==> src/rtl/gpio_masked_port.sv <==
module gpio_masked_port #(
  parameter int WIDTH = 32
) (
  input  logic             clk,
  input  logic             rst_n,
  input  logic             bus_wr,
  input  logic [1:0]       bus_addr,
  input  logic [WIDTH-1:0] bus_wdata,
  output logic [WIDTH-1:0] bus_rdata,
  output logic [WIDTH-1:0] pins_out
);
  localparam int HALF = WIDTH / 2;
  localparam logic [1:0] A_DATA = 2'd0, A_MVAL = 2'd1, A_WIN = 2'd2;

  logic             win;
  logic [HALF-1:0]  mv_mask, mv_val;
  logic [WIDTH-1:0] wide_mask, wide_val, pins_next;

  assign mv_mask   = bus_wdata[WIDTH-1:HALF];
  assign mv_val    = bus_wdata[HALF-1:0];
  assign wide_mask = win ? {mv_mask, {HALF{1'b0}}} : {{HALF{1'b0}}, mv_mask};
  assign wide_val  = win ? {mv_val,  {HALF{1'b0}}} : {{HALF{1'b0}}, mv_val};

  always_comb begin
    pins_next = pins_out;
    if (bus_wr && bus_addr == A_DATA) pins_next = bus_wdata;
    else if (bus_wr && bus_addr == A_MVAL)
      pins_next = (pins_out & ~wide_mask) | (wide_val & wide_mask);
  end

  always_ff @(posedge clk) begin
    if (!rst_n) begin
      pins_out <= '0;
      win      <= 1'b0;
    end else begin
      pins_out <= pins_next;
      if (bus_wr && bus_addr == A_WIN) win <= bus_wdata[0];
    end
  end

  always_comb begin
    case (bus_addr)
      A_DATA:  bus_rdata = pins_out;
      A_WIN:   bus_rdata = {{(WIDTH-1){1'b0}}, win};
      default: bus_rdata = '0;
    endcase
  end

  assert_reset_low_R1: assert property (@(posedge clk)
    !rst_n |=> pins_out == '0);

  assert_data_write_R2: assert property (@(posedge clk) disable iff (!rst_n)
    bus_wr && bus_addr == A_DATA |=> pins_out == $past(bus_wdata));

  assert_low_window_R5: assert property (@(posedge clk) disable iff (!rst_n)
    bus_wr && bus_addr == A_MVAL && !win |=>
      pins_out[WIDTH-1:HALF] == $past(pins_out[WIDTH-1:HALF]) &&
      (pins_out[HALF-1:0] & $past(bus_wdata[WIDTH-1:HALF])) ==
      ($past(bus_wdata[HALF-1:0]) & $past(bus_wdata[WIDTH-1:HALF])));

  assert_high_window_R5: assert property (@(posedge clk) disable iff (!rst_n)
    bus_wr && bus_addr == A_MVAL && win |=>
      pins_out[HALF-1:0] == $past(pins_out[HALF-1:0]) &&
      ((pins_out[WIDTH-1:HALF] ^ $past(pins_out[WIDTH-1:HALF])) &
       ~$past(bus_wdata[WIDTH-1:HALF])) == '0);

  assert_hold_R9: assert property (@(posedge clk) disable iff (!rst_n)
    !bus_wr |=> $stable(pins_out));

  assert_unused_addr_R8: assert property (@(posedge clk) disable iff (!rst_n)
    bus_wr && bus_addr == 2'd3 |=> $stable(pins_out));
endmodule

==> config.mk <==
export PLATFORM = sky130hd
export DESIGN_NAME = gpio_masked_port
export DESIGN_NICKNAME = d
export VERILOG_FILES = /design/src/rtl/gpio_masked_port.sv
export SDC_FILE = /design/constraint.sdc
export NUM_CORES = 1
export LEC_CHECK = 0
export BUFFER_PORTS_ARGS = -buffer_cell sky130_fd_sc_hd__buf_2
export CORE_AREA = 2 2 74 129
export DETAILED_ROUTE_END_ITERATION = 6
export DIE_AREA = 0 0 76 131
export GPL_TIMING_DRIVEN = 1
export SETUP_SLACK_MARGIN = 0.1
export SLEW_MARGIN = 20
export SYNTH_ARGS = -nofsm -noshare
export SYNTH_HDL_FRONTEND = slang
export SYNTH_SLANG_ARGS = --single-unit
export TNS_END_PERCENT = 10
==> constraint.sdc <==
create_clock -name clk -period 1.3 [get_ports clk]
set_input_delay 0.26 -clock clk [delete_from_list [all_inputs] [get_ports clk]]
set_output_delay 0.26 -clock clk [all_outputs]
set_load 0.03 [all_outputs]
Word level (Yosys, flattened, before mapping)
Cells that the tools add are included.
- bits of input ports: 37
- bits in registers: 33
- multiplexer cells: 5
- bitwise operators: 4
- equal/unequal tests: 2
- reduce and logical (&&, ||, !) cells: 5
- operators with widths (operator ; number):
    2-to-1 mux 32 bit ; 4
    AND 32 bit ; 2
    one-hot mux 32 bit (2 select lines) ; 1
    inverter 32 bit ; 1
    OR 32 bit ; 1
    logical AND 1 bit ; 3
    equality test 2 x 1 -> 1 bit (second input constant) ; 1
    equality test 2 bit (second input constant) ; 1
    logical NOT 2 bit ; 1
    nonzero test 2 bit ; 1

Longest topological paths before layout
Gate-level depths: netlist of the first run.
- depth after elaboration: 6
- mapped depth: 5
- gate-level depth less buffers: 3

Least setup slack after synthesis of the first run
Ideal clock, no wire load.
- path kind: reg2out
- start point: register win
- end point: output bus_rdata[0]
- stages on the path, launching flop included: 5
- arrival time: 1.136 ns
- data required time: 1.040 ns
- slack: -0.096 ns
- path through: dfxtp_1 -> buf_2 -> buf_4 -> mux2i_1 -> nor2_1
- word-level cells in the longest chain between the ends: 1
- ends and longest elaborated chain (what ; line ; RTL):
    from (decl) ; 15 ; logic win;
    from (signal assigned) ; 37 ; if (bus_wr && bus_addr == A_WIN) win <= bus_wdata[0];
    one-hot mux 32 bit (2 select lines) ; 42 ; case (bus_addr)
    to (decl) ; 9 ; output logic [WIDTH-1:0] bus_rdata,
No other way between the ends.

Worst setup path after layout of the first run
Ends and elaborated chain as after synthesis.

==> results of run 1 <==
-- final cells by class --
| cell class | instances | area (sq um) | area share (%) |
|---|---|---|---|
| Multi-Input combinational cell | 215 | 1530 | 44.6 |
| Sequential cell | 33 | 664 | 19.4 |
| Clock buffer | 7 | 143 | 4.16 |
| Antenna cell | 1 | 2.50 | 0.0729 |
| Timing Repair Buffer | 116 | 940 | 27.4 |
| Tap cell | 120 | 150 | 4.38 |
-- cells in the mapped netlist --
master / count
nand2_1: 48
dfxtp_1: 33
a21oi_1: 32
and2_1: 31
mux2i_1: 18
nor2_1: 18
and4b_1: 16
nand2b_1: 16
o211a_1: 16
buf_2: 9
o21ai_0: 9
clkbuf_1: 7
o21ai_1: 7
buf_4: 6
buf_1: 1
clkbuf_2: 1
nand2b_4: 1
nand3b_1: 1
nor2b_1: 1
nor2b_2: 1
-- routing by layer --
metal / track usage (%) / routed length [um] / part of all wire [%] / vias to the layer above
li1: - / - / - / 1134
met4: 9.41 / 247 / 3.5 / 0
met3: 2.40 / 297 / 4.2 / 16
met2: 25.3 / 3890 / 55 / 75
met5: 0 / 0 / 0 / -
met1: 14.5 / 2630 / 37 / 1066
-- power by group through the flow --
stage                     logic [mW]  registers [mW]  clock network [mW]
after floorplan                0.298            1.22                   0
after global placement         0.602            1.13                   0
after detailed placement       0.612            1.13                   0
after CTS                      0.687            1.11                1.21
after global routing           0.765            1.11                1.25
final                          0.711            1.11                1.18
-- worst max path at each step --
stage	endpoint	slack, ns	cells past startpoint
6_report	bus_rdata[0]	-0.03	4
5_1_grt	bus_rdata[0]	-0.07	4
4_1_cts	bus_rdata[0]	-0.06	4
3_5_place_dp	register	-0.06	5
3_3_place_gp	bus_rdata[17]	-0.04	5
2_1_floorplan	bus_rdata[0]	0.1	4
-- logic make-up (layout without fill, tap and decap cells) --
group,Yosys count,in the layout,synth area share [%]
buffers and inverters,24,123,5.94
AND/OR/NAND/NOR,133,133,35.1
multiplexers,18,18,8.56
flip-flops,33,33,31.4
AO/OA/AOI/OAI,64,64,19.0
other,0,1,0
-- placed cells by master, fill, tap and decap left out, types with 6 or more instances in the layout --
cell type	n
dfxtp_1	32
nand2b_1	11
buf_6	35
nand2b_4	6
buf_12	6
mux2i_1	17
and2_4	31
o211a_1	16
buf_4	7
a21oi_1	16
o21ai_1	13
nor2_1	16
and4b_1	16
a21oi_2	15
buf_2	66
nand2_1	48
-- through the flow --
| step | total power, mW | utilization [%] | instance area (sq um) | std cells | hold slack (ns) |
|---|---|---|---|---|---|
| 3_5_place_dp | 1.74 | 32.1 | 2860 | 480 | 0.464 |
| 4_1_cts | 3.01 | 37.6 | 3350 | 491 | 0.227 |
| 6_report | 3.00 | 38.5 | 3430 | 492 | 0.230 |
| 5_1_grt | 3.13 | 38.4 | 3430 | 491 | 0.243 |
| 3_3_place_gp | 1.73 | 32.1 | 2860 | 480 | 0.459 |
| 2_1_floorplan | 1.51 | - | 2210 | 272 | 0.402 |
-- tightest hold or removal path: stages --
cell and delay, ns:
buf_2 0.10, nand2_1 0.05, mux2i_1 0.05
-- timing repair --
action | in CTS | in global routing
resized for setup | 95 | 17
endpoints found under the hold margin | 0 | 0
cloned | 2 | 0
pin swaps | 31 | 15
buffers inserted | 2 | 0
setup endpoints to repair | 32 | 64
==> results.ini, run 1 <==
[outcome]
status = finished with violations
violations = negative setup slack

[sta]
min_period_ns = 1.33
period_share_pct = 102
setup_viol = 1
hold_viol = 0
clock_skew_ns = 0.00412
slew_headroom_pct = 67.8
tightest_slew_ns = 0.482
grt_setup_unrepaired = true
drv_slew = 0
fmax_ghz = 0.754
setup_tns_ns = -0.0270
setup_slack_ns = -0.0270

[floorplan]
die_w_um = 76
dieArea_sq_um = 9960
fp-row-count = 46
fp.coreArea_sq_um = 8920
die_h_um = 131
pin_count = 101
initial_utilization_pct = 23.6

[global_route]
antenna_found_initial = 0
overflow = 0
grt_max_degree = 50
grt_pass1_wl_mm = 10.9
grt_pass1_vias = 2229
grt_usage_pct = 13.8

[pwr]
comb_power_share_pct = 23.7
powerDensity_nw_per_um2 = 873
p_leak_nw = 1.72
vdd_drop_max_mv = 0.473
power.internal_mw = 2.11
swShare_pct = 29.5
power_frac_clock_pct = 39.3
p_switching_mw = 0.884
seq_power_share_pct = 37.0

[yosys]
synth.top_cell.area_share_pct = 31.4
syn_avg_cell_area_sq_um = 7.74
yosysWarningCount = 0
synth.distinct_cells = 20
ys_ff_latch = 33
synth.largest_area_cell = dfxtp_1
synth_area_leaders = dfxtp_1, and2_1, mux2i_1
syn_area_sq_um = 2100
postSynthNetCount = 309
synth_cells = 272
ys_seq_area_share_pct = 31.4

[setup_path]
cp_max_fo = 2
crit_start = win$_SDFFE_PN0P_
reg2reg_slack_ns = 0.06
cp_slowest_cell = dfxtp_4
max_stage_delay_ns = 0.35
criticalPathCategory = reg2out
path_cells = buf_12, mux2i_4, nor2_2, buf_6
cp.required_ns = 1.04
setup.worst_path.end_class = primary output
arrival_ns = 1.07
cpLargestDelayFamily = flip-flops
start_kind = register
r2r_cells = 5
reg2reg_from = win$_SDFFE_PN0P_
crit_buf_inv = 2

[clock_network]
clock_sinks = 33
clkLatencyLatePin_ns = 0.28
cts_tree = yes
clock_path_buffers = 2
cts_buffers = 5
ctsRootBufferMaster = clkbuf_16
h-tree-depth = 2
clk_pin_slew_ns = 0.05
hold_buffers = 0

[route]
antenna_left = 0
vias = 2291
drc = 0
via_per_inst = 4.66
wire_per_inst_um = 14.4
dr.first_iter.drc_count = 89
dr.pass1.iters = 4
wl_mm = 7.06

[hold_path]
worstHoldStart = bus_wdata[3]
hold_path.class = in2reg
hold_depth = 3

[placement]
dpl.hpwl_mm = 4.67
portBuffers = 100
pre_cts_slack_ns = -0.0583
place_congestion = 0.779

[job]
cap_viol_max_count = 0

[finish]
syn_to_final_growth_pct = 63.0
fill_cells = 912
drive_gt1_share_pct = 49.1
nets = 408

Power figures use the tool's default switching activity.
==> run 2, diff against run 1 <==
==> constraint.sdc (replaced) <==
create_clock -name clk -period 1.7 [get_ports clk]
set_input_delay 0.34 -clock clk [delete_from_list [all_inputs] [get_ports clk]]
set_output_delay 0.34 -clock clk [all_outputs]
set_load 0.03 [all_outputs]
==> run 2 against run 1 <==
Compared with the run above:
- the flow now finishes without violations
- count of clock-buffer cells in the layout is the same
- utilization is 6.5 points lower
- sequential share of layout area increased by 3.8 points
- clock skew about the same
- global-route usage decreased by 1.2 points
- sequential power shrank 24%
- critical path type is now in2out
- largest cell class unchanged
==> results.ini, run 2 (synthesis gave the netlist of run 1 again) <==
[outcome]
status = finished, final reports clean

[pwr]
power_frac_clock_pct = 41.5  ; +2.2 points
vdd_drop_max_mv = 0.363  ; -23%
comb_power_share_pct = 19.9  ; -3.8 points
p_total_mw = 2.19  ; -27%
p_leak_nw = 1.58  ; -8.1%
swShare_pct = 29.3  ; -0.20 points
powerDensity_nw_per_um2 = 765  ; -12%
seq_power_share_pct = 38.6  ; +1.6 points
power.internal_mw = 1.54  ; -27%
p_switching_mw = 0.641  ; -28%

[global_route]
grt_max_degree = 50  ; unchanged
grt_pass1_vias = 1963  ; -12%
antenna_found_initial = 0  ; unchanged
overflow = 0  ; unchanged
grt_pass1_wl_mm = 9.87  ; -9.3%
grt_usage_pct = 12.6  ; -1.2 points

[setup_path]
crit_path_frequent_cell = buf_2
crit_buf_inv = 3  ; +1
cp_slowest_cell = buf_4
reg2reg_slack_ns = 0.52  ; +0.46 ns
reg2reg_from = win$_SDFFE_PN0P_
start_kind = primary input
path_cells = buf_2, nor2_2, buf_4, and2_1, buf_2
crit_cells = 5  ; +1
crit_end = bus_rdata[9]
crit_start = bus_addr[1]
max_stage_delay_ns = 0.19  ; -0.16 ns
r2r_cells = 4  ; -1
setup.worst_path.end_class = primary output
cpLargestDelayFamily = buffers and inverters
cp.required_ns = 1.36  ; +0.32 ns
criticalPathCategory = in2out
cp_max_fo = 12  ; +10
arrival_ns = 1.18  ; +0.11 ns

[finish]
layout.cells.non_filler = 484  ; -1.6%
syn_to_final_growth_pct = 35.7
layout_common_cells = buf_2, nand2_1, dfxtp_1, a21oi_1, and2_1
final_common_cell = buf_2
finalInstanceArea_sq_um = 2860  ; -17%
n_antenna_cell = 0  ; -1
drive_gt1_share_pct = 32.4  ; -17 points
post-route-util_pct = 32.0  ; -6.5 points
nets = 401  ; -1.7%

[sta]
drv_slew = 0  ; unchanged
clock_skew_ns = 0.00420  ; +0.0000894 ns
min_period_ns = 1.52
holdWs_ns = 0.314  ; +0.0842 ns
slew_headroom_pct = 73.5  ; +5.7 points
setup_viol = 0  ; -1
fmax_ghz = 0.660
hold_viol = 0  ; unchanged
setup_slack_ns = 0.184  ; +0.211 ns
grt_setup_unrepaired = false
setup_tns_ns = 0  ; +0.0270 ns
period_share_pct = 89.2
tightest_slew_ns = 0.397  ; -0.0848 ns

[clock_network]
clkLatencyLatePin_ns = 0.28  ; about the same
ctsRootBufferMaster = clkbuf_16
clock_sinks = 33  ; unchanged
clk_pin_slew_ns = 0.05  ; about the same
cts_resized = 0  ; -100%
h-tree-depth = 2  ; unchanged
cts_tree = yes
hold_buffers = 0  ; unchanged
cts_buffers = 5  ; unchanged
clock_path_buffers = 2  ; unchanged
cts_setup_buffers = 0  ; -2

[route]
wl_mm = 6.43  ; -8.9%
dr.pass1.iters = 4  ; unchanged
antenna_left = 0  ; unchanged
dr.first_iter.drc_count = 103  ; +16%
vias = 2167  ; -5.4%
wire_per_inst_um = 13.3  ; -7.4%
drc = 0  ; unchanged
via_per_inst = 4.48  ; -3.8%

[placement]
portBuffers = 100  ; unchanged
pre_cts_slack_ns = 0.183  ; +0.241 ns
placed_cell_area_sq_um = 2710  ; -5.3%
dp.cells = 477  ; -0.63%
dpl.hpwl_mm = 4.60  ; -1.5%
place_congestion = 0.842  ; +8.1%

[job]
cap_viol_max_count = 0  ; unchanged

[floorplan]
die_w_um = 76  ; unchanged
pin_count = 101  ; unchanged
dieArea_sq_um = 9960  ; unchanged
fp.coreArea_sq_um = 8920  ; unchanged
die_h_um = 131  ; unchanged
fp-row-count = 46  ; unchanged
initial_utilization_pct = 23.6  ; unchanged

[hold_path]
hold_path.class = in2reg

## run 2: how the worst min path moves through the flow
stage | startpoint | endpoint | cells past startpoint
6_report | bus_wdata[7] | register | 3
5_1_grt | bus_wdata[12] | register | 3
3_5_place_dp | register | register | 2
2_1_floorplan | bus_wdata[13] | register | 2
3_3_place_gp | register | register | 2
4_1_cts | bus_wdata[2] | register | 3
## run 2: worst min-delay path, delay by kind of cell
kind | cells | cell delay [ns]
simple gates | 1 | 0.05
buf+inv | 1 | 0.10
mux | 1 | 0.06
## run 2: routing by layer
metal | routed length [um] | up-vias | GRT usage, %
met5 | 0 | - | 0
met4 | 183 | 0 | 7.06
met3 | 237 | 12 | 1.99
met2 | 3210 | 63 | 22.2
met1 | 2800 | 974 | 14.6
li1 | - | 1118 | -
## run 2: power groups by stage
| stage | logic, mW | clock network, mW | registers (mW) |
|---|---|---|---|
| after floorplan | 0.210 | 0 | 0.927 |
| after global placement | 0.430 | 0 | 0.859 |
| after detailed placement | 0.437 | 0 | 0.860 |
| after CTS | 0.439 | 0.939 | 0.844 |
| after global routing | 0.474 | 0.965 | 0.849 |
| final | 0.436 | 0.907 | 0.843 |
## run 2: area by class of cell
type / instances / area, sq um
Tap cell: 120 / 150
Fill cell: 961 / 6070
Timing Repair Buffer: 109 / 581
Multi-Input combinational cell: 215 / 1320
Sequential cell: 33 / 661
Clock buffer: 7 / 143
==> run 3, diff against run 2 <==
--- a/config.mk
+++ b/config.mk
@@ -5,10 +5,11 @@
 export SDC_FILE = /design/constraint.sdc
 export NUM_CORES = 1
 export LEC_CHECK = 0
+export ABC_AREA = 1
 export BUFFER_PORTS_ARGS = -buffer_cell sky130_fd_sc_hd__buf_2
-export CORE_AREA = 2 2 74 129
+export CORE_AREA = 2 2 118 85
 export DETAILED_ROUTE_END_ITERATION = 6
-export DIE_AREA = 0 0 76 131
+export DIE_AREA = 0 0 120 87
 export GPL_TIMING_DRIVEN = 1
 export SETUP_SLACK_MARGIN = 0.1
 export SLEW_MARGIN = 20
==> run 3 against run 2 <==
Compared with the run above:
- count of clock-buffer cells in the layout unchanged
- critical path type unchanged
- non-clock buffer count rose by 3
- sequential cell count unchanged
- largest power group unchanged
- highest routed layer unchanged
- clock power is 0.4% lower
- final cell count up 31%
- register-to-register slack worse by 0.13 ns
==> results.ini, run 3 <==
[yosys]
synth.top_cell.area_share_pct = 30.2  ; -1.2 points
ys_seq_area_share_pct = 30.2  ; -1.2 points
postSynthNetCount = 446  ; +44%
synthArstFlopShare_pct = 0  ; unchanged
yosysWarningCount = 0  ; unchanged
synth.distinct_cells = 13  ; -35%
synth_flop_cell = dfxtp_1
synth_cells = 409  ; +50%
ys_ff_latch = 33  ; unchanged
synth_top_cells_by_count = nand2_1, nor2_1, inv_1
synth_area_leaders = dfxtp_1, nand2_1, nor2_1
synth.largest_area_cell = dfxtp_1
syn_area_sq_um = 2190  ; +3.9%
post-synth-top-count-cell = nand2_1
synth_edf_count = 0  ; unchanged
syn_avg_cell_area_sq_um = 5.35  ; -31%

[global_route]
grt_pass1_wl_mm = 11.7  ; +18%
antenna_found_initial = 1  ; +1
overflow = 0  ; unchanged
grt_max_degree = 34  ; -32%
grt_usage_pct = 14.1  ; +1.5 points
grt_pass1_vias = 2472  ; +26%

[floorplan]
pin_count = 101  ; unchanged
fp.coreArea_sq_um = 9420  ; +5.6%
dieArea_sq_um = 10400  ; +4.9%
initial_utilization_pct = 23.2  ; -0.38 points
die_w_um = 120  ; +58%
die_h_um = 87  ; -34%
fp-row-count = 30  ; -35%

[clock_network]
cts_tree = yes
hold_buffers = 0  ; unchanged
clock_path_buffers = 2  ; unchanged
cts_resized = 0  ; unchanged
clock_sinks = 33  ; unchanged
ctsRootBufferMaster = clkbuf_16
clk_pin_slew_ns = 0.05  ; about the same
h-tree-depth = 2  ; unchanged
clkLatencyLatePin_ns = 0.28  ; about the same
cts_buffers = 5  ; unchanged
cts_setup_buffers = 0  ; unchanged

[outcome]
status = finished, final reports clean

[route]
vias = 2690  ; +24%
antenna_left = 0  ; unchanged
dr.first_iter.drc_count = 227  ; +120%
wl_mm = 7.08  ; +10%
drc = 0  ; unchanged
dr.pass1.iters = 4  ; unchanged
via_per_inst = 4.24  ; -5.2%
wire_per_inst_um = 11.2  ; -16%

[pwr]
p_switching_mw = 0.748  ; +17%
swShare_pct = 32.1  ; +2.8 points
p_total_mw = 2.33  ; +6.7%
seq_power_share_pct = 36.6  ; -2.0 points
comb_power_share_pct = 24.6  ; +4.7 points
power_frac_clock_pct = 38.7  ; -2.8 points
p_leak_nw = 1.73  ; +9.7%
vdd_drop_max_mv = 0.358  ; -1.4%
powerDensity_nw_per_um2 = 777  ; +1.5%
power.internal_mw = 1.58  ; +2.5%

[sta]
tightest_slew_ns = 0.378  ; -0.0193 ns
fmax_ghz = 0.647  ; -2.0%
drv_slew = 0  ; unchanged
clock_skew_ns = 0.00426  ; +0.0000577 ns
period_share_pct = 91.0  ; +1.8 points
hold_viol = 0  ; unchanged
grt_setup_unrepaired = true
slew_headroom_pct = 74.8  ; +1.3 points
setup_viol = 0  ; unchanged
min_period_ns = 1.55  ; +0.0302 ns
setup_tns_ns = 0  ; unchanged

[hold_path]
worstHoldStart = bus_wdata[0]
hold_path.class = in2reg

[setup_path]
criticalPathCategory = in2out
arrival_ns = 1.21  ; +0.03 ns
cp_max_fo = 14  ; +2
crit_start = bus_addr[1]
start_kind = primary input
cp.required_ns = 1.36  ; about the same
reg2reg_from = win$_SDFFE_PN0P_
setup.worst_path.end_class = primary output

[finish]
finalInstanceArea_sq_um = 3000  ; +5.1%
syn_to_final_growth_pct = 37.2
fill_cells = 1049  ; +9.2%
drive_gt1_share_pct = 24.2  ; -8.3 points
layout_common_cells = nand2_1, buf_2, nor2_1, inv_1, nand3_1
nets = 542  ; +35%
final_common_cell = nand2_1

[job]
cap_viol_max_count = 0  ; unchanged

[placement]
place_congestion = 0.723  ; -14%
portBuffers = 100  ; unchanged
placed_cell_area_sq_um = 2850  ; +5.2%
dpl.hpwl_mm = 5.21  ; +13%

[run 3: cell types whose count changed after synthesis, sizes merged, moves of 17 or more]
| cell | previous run | this run |
|---|---|---|
| nor2 | 18 | 87 |
| mux2i | 18 | 0 |
| nand2b | 17 | 0 |
| nand3 | 0 | 50 |
| inv | 0 | 55 |
| and2 | 31 | 0 |
| nand2 | 48 | 145 |
[run 3: power by group through the flow]
stage | sequential [mW] | combinational, mW | clock [mW]
2_1_floorplan | 0.954 | 0.290 | 0
6_report | 0.854 | 0.574 | 0.903
4_1_cts | 0.855 | 0.578 | 0.940
5_1_grt | 0.861 | 0.646 | 0.966
3_5_place_dp | 0.871 | 0.576 | 0
3_3_place_gp | 0.869 | 0.567 | 0
[run 3: cell type report]
| cell class | count | area [sq um] | share of cell area (%) |
|---|---|---|---|
| antenna | 1 | 2.50 | 0.0834 |
| multi-input combinational | 298 | 1210 | 40.4 |
| sequential | 33 | 661 | 22.0 |
| tap | 128 | 160 | 5.34 |
| inverter | 55 | 206 | 6.88 |
| timing repair buffer | 112 | 618 | 20.6 |
| clock buffer | 7 | 143 | 4.75 |
[run 3: critical path: stages]
cell and delay, ns:
buf_2 0.13, nor2_2 0.14, inv_1 0.07, buf_4 0.19, nor2_1 0.12, buf_2 0.21
[run 3: per-layer routing]
layer  wire [um]  part of all wire [%]  up-vias  GRT usage [%]
met5           0                     0        -              0
met4          62                  0.88        0           3.96
met3         508                   7.2        8           3.93
met2        3000                    42       89           22.3
met1        3510                    50     1172           18.9
li1            -                     -     1421              -
[run 3: through the flow]
stage | hold WS (ns) | util [%] | worst slack (ns) | std cells
after global routing | 0.346 | 31.8 | 0.0895 | 633
after floorplan | 0.475 | - | 0.00677 | 409
final | 0.343 | 31.9 | 0.154 | 634
after global placement | 0.493 | 30.3 | 0.181 | 626
after CTS | 0.334 | 31.8 | 0.148 | 633
after detailed placement | 0.502 | 30.3 | 0.151 | 626
[run 3: cells by family after synthesis]
logic type / share of synthesized area [%]
DFF: 30.2
and+or+nand+nor: 51.7
buffers and inverters: 14.4
AOI/OAI and AO/OA: 3.66
[run 3: final timing paths]
check                                   endpoint  slack [ns]  cells after the start
worst min register to register          register        0.51                      2
worst max register to register          register        0.39                      7
worst min-delay path            win$_SDFFE_PN0P_        0.34                      3
worst max-delay path               bus_rdata[30]        0.15                      6
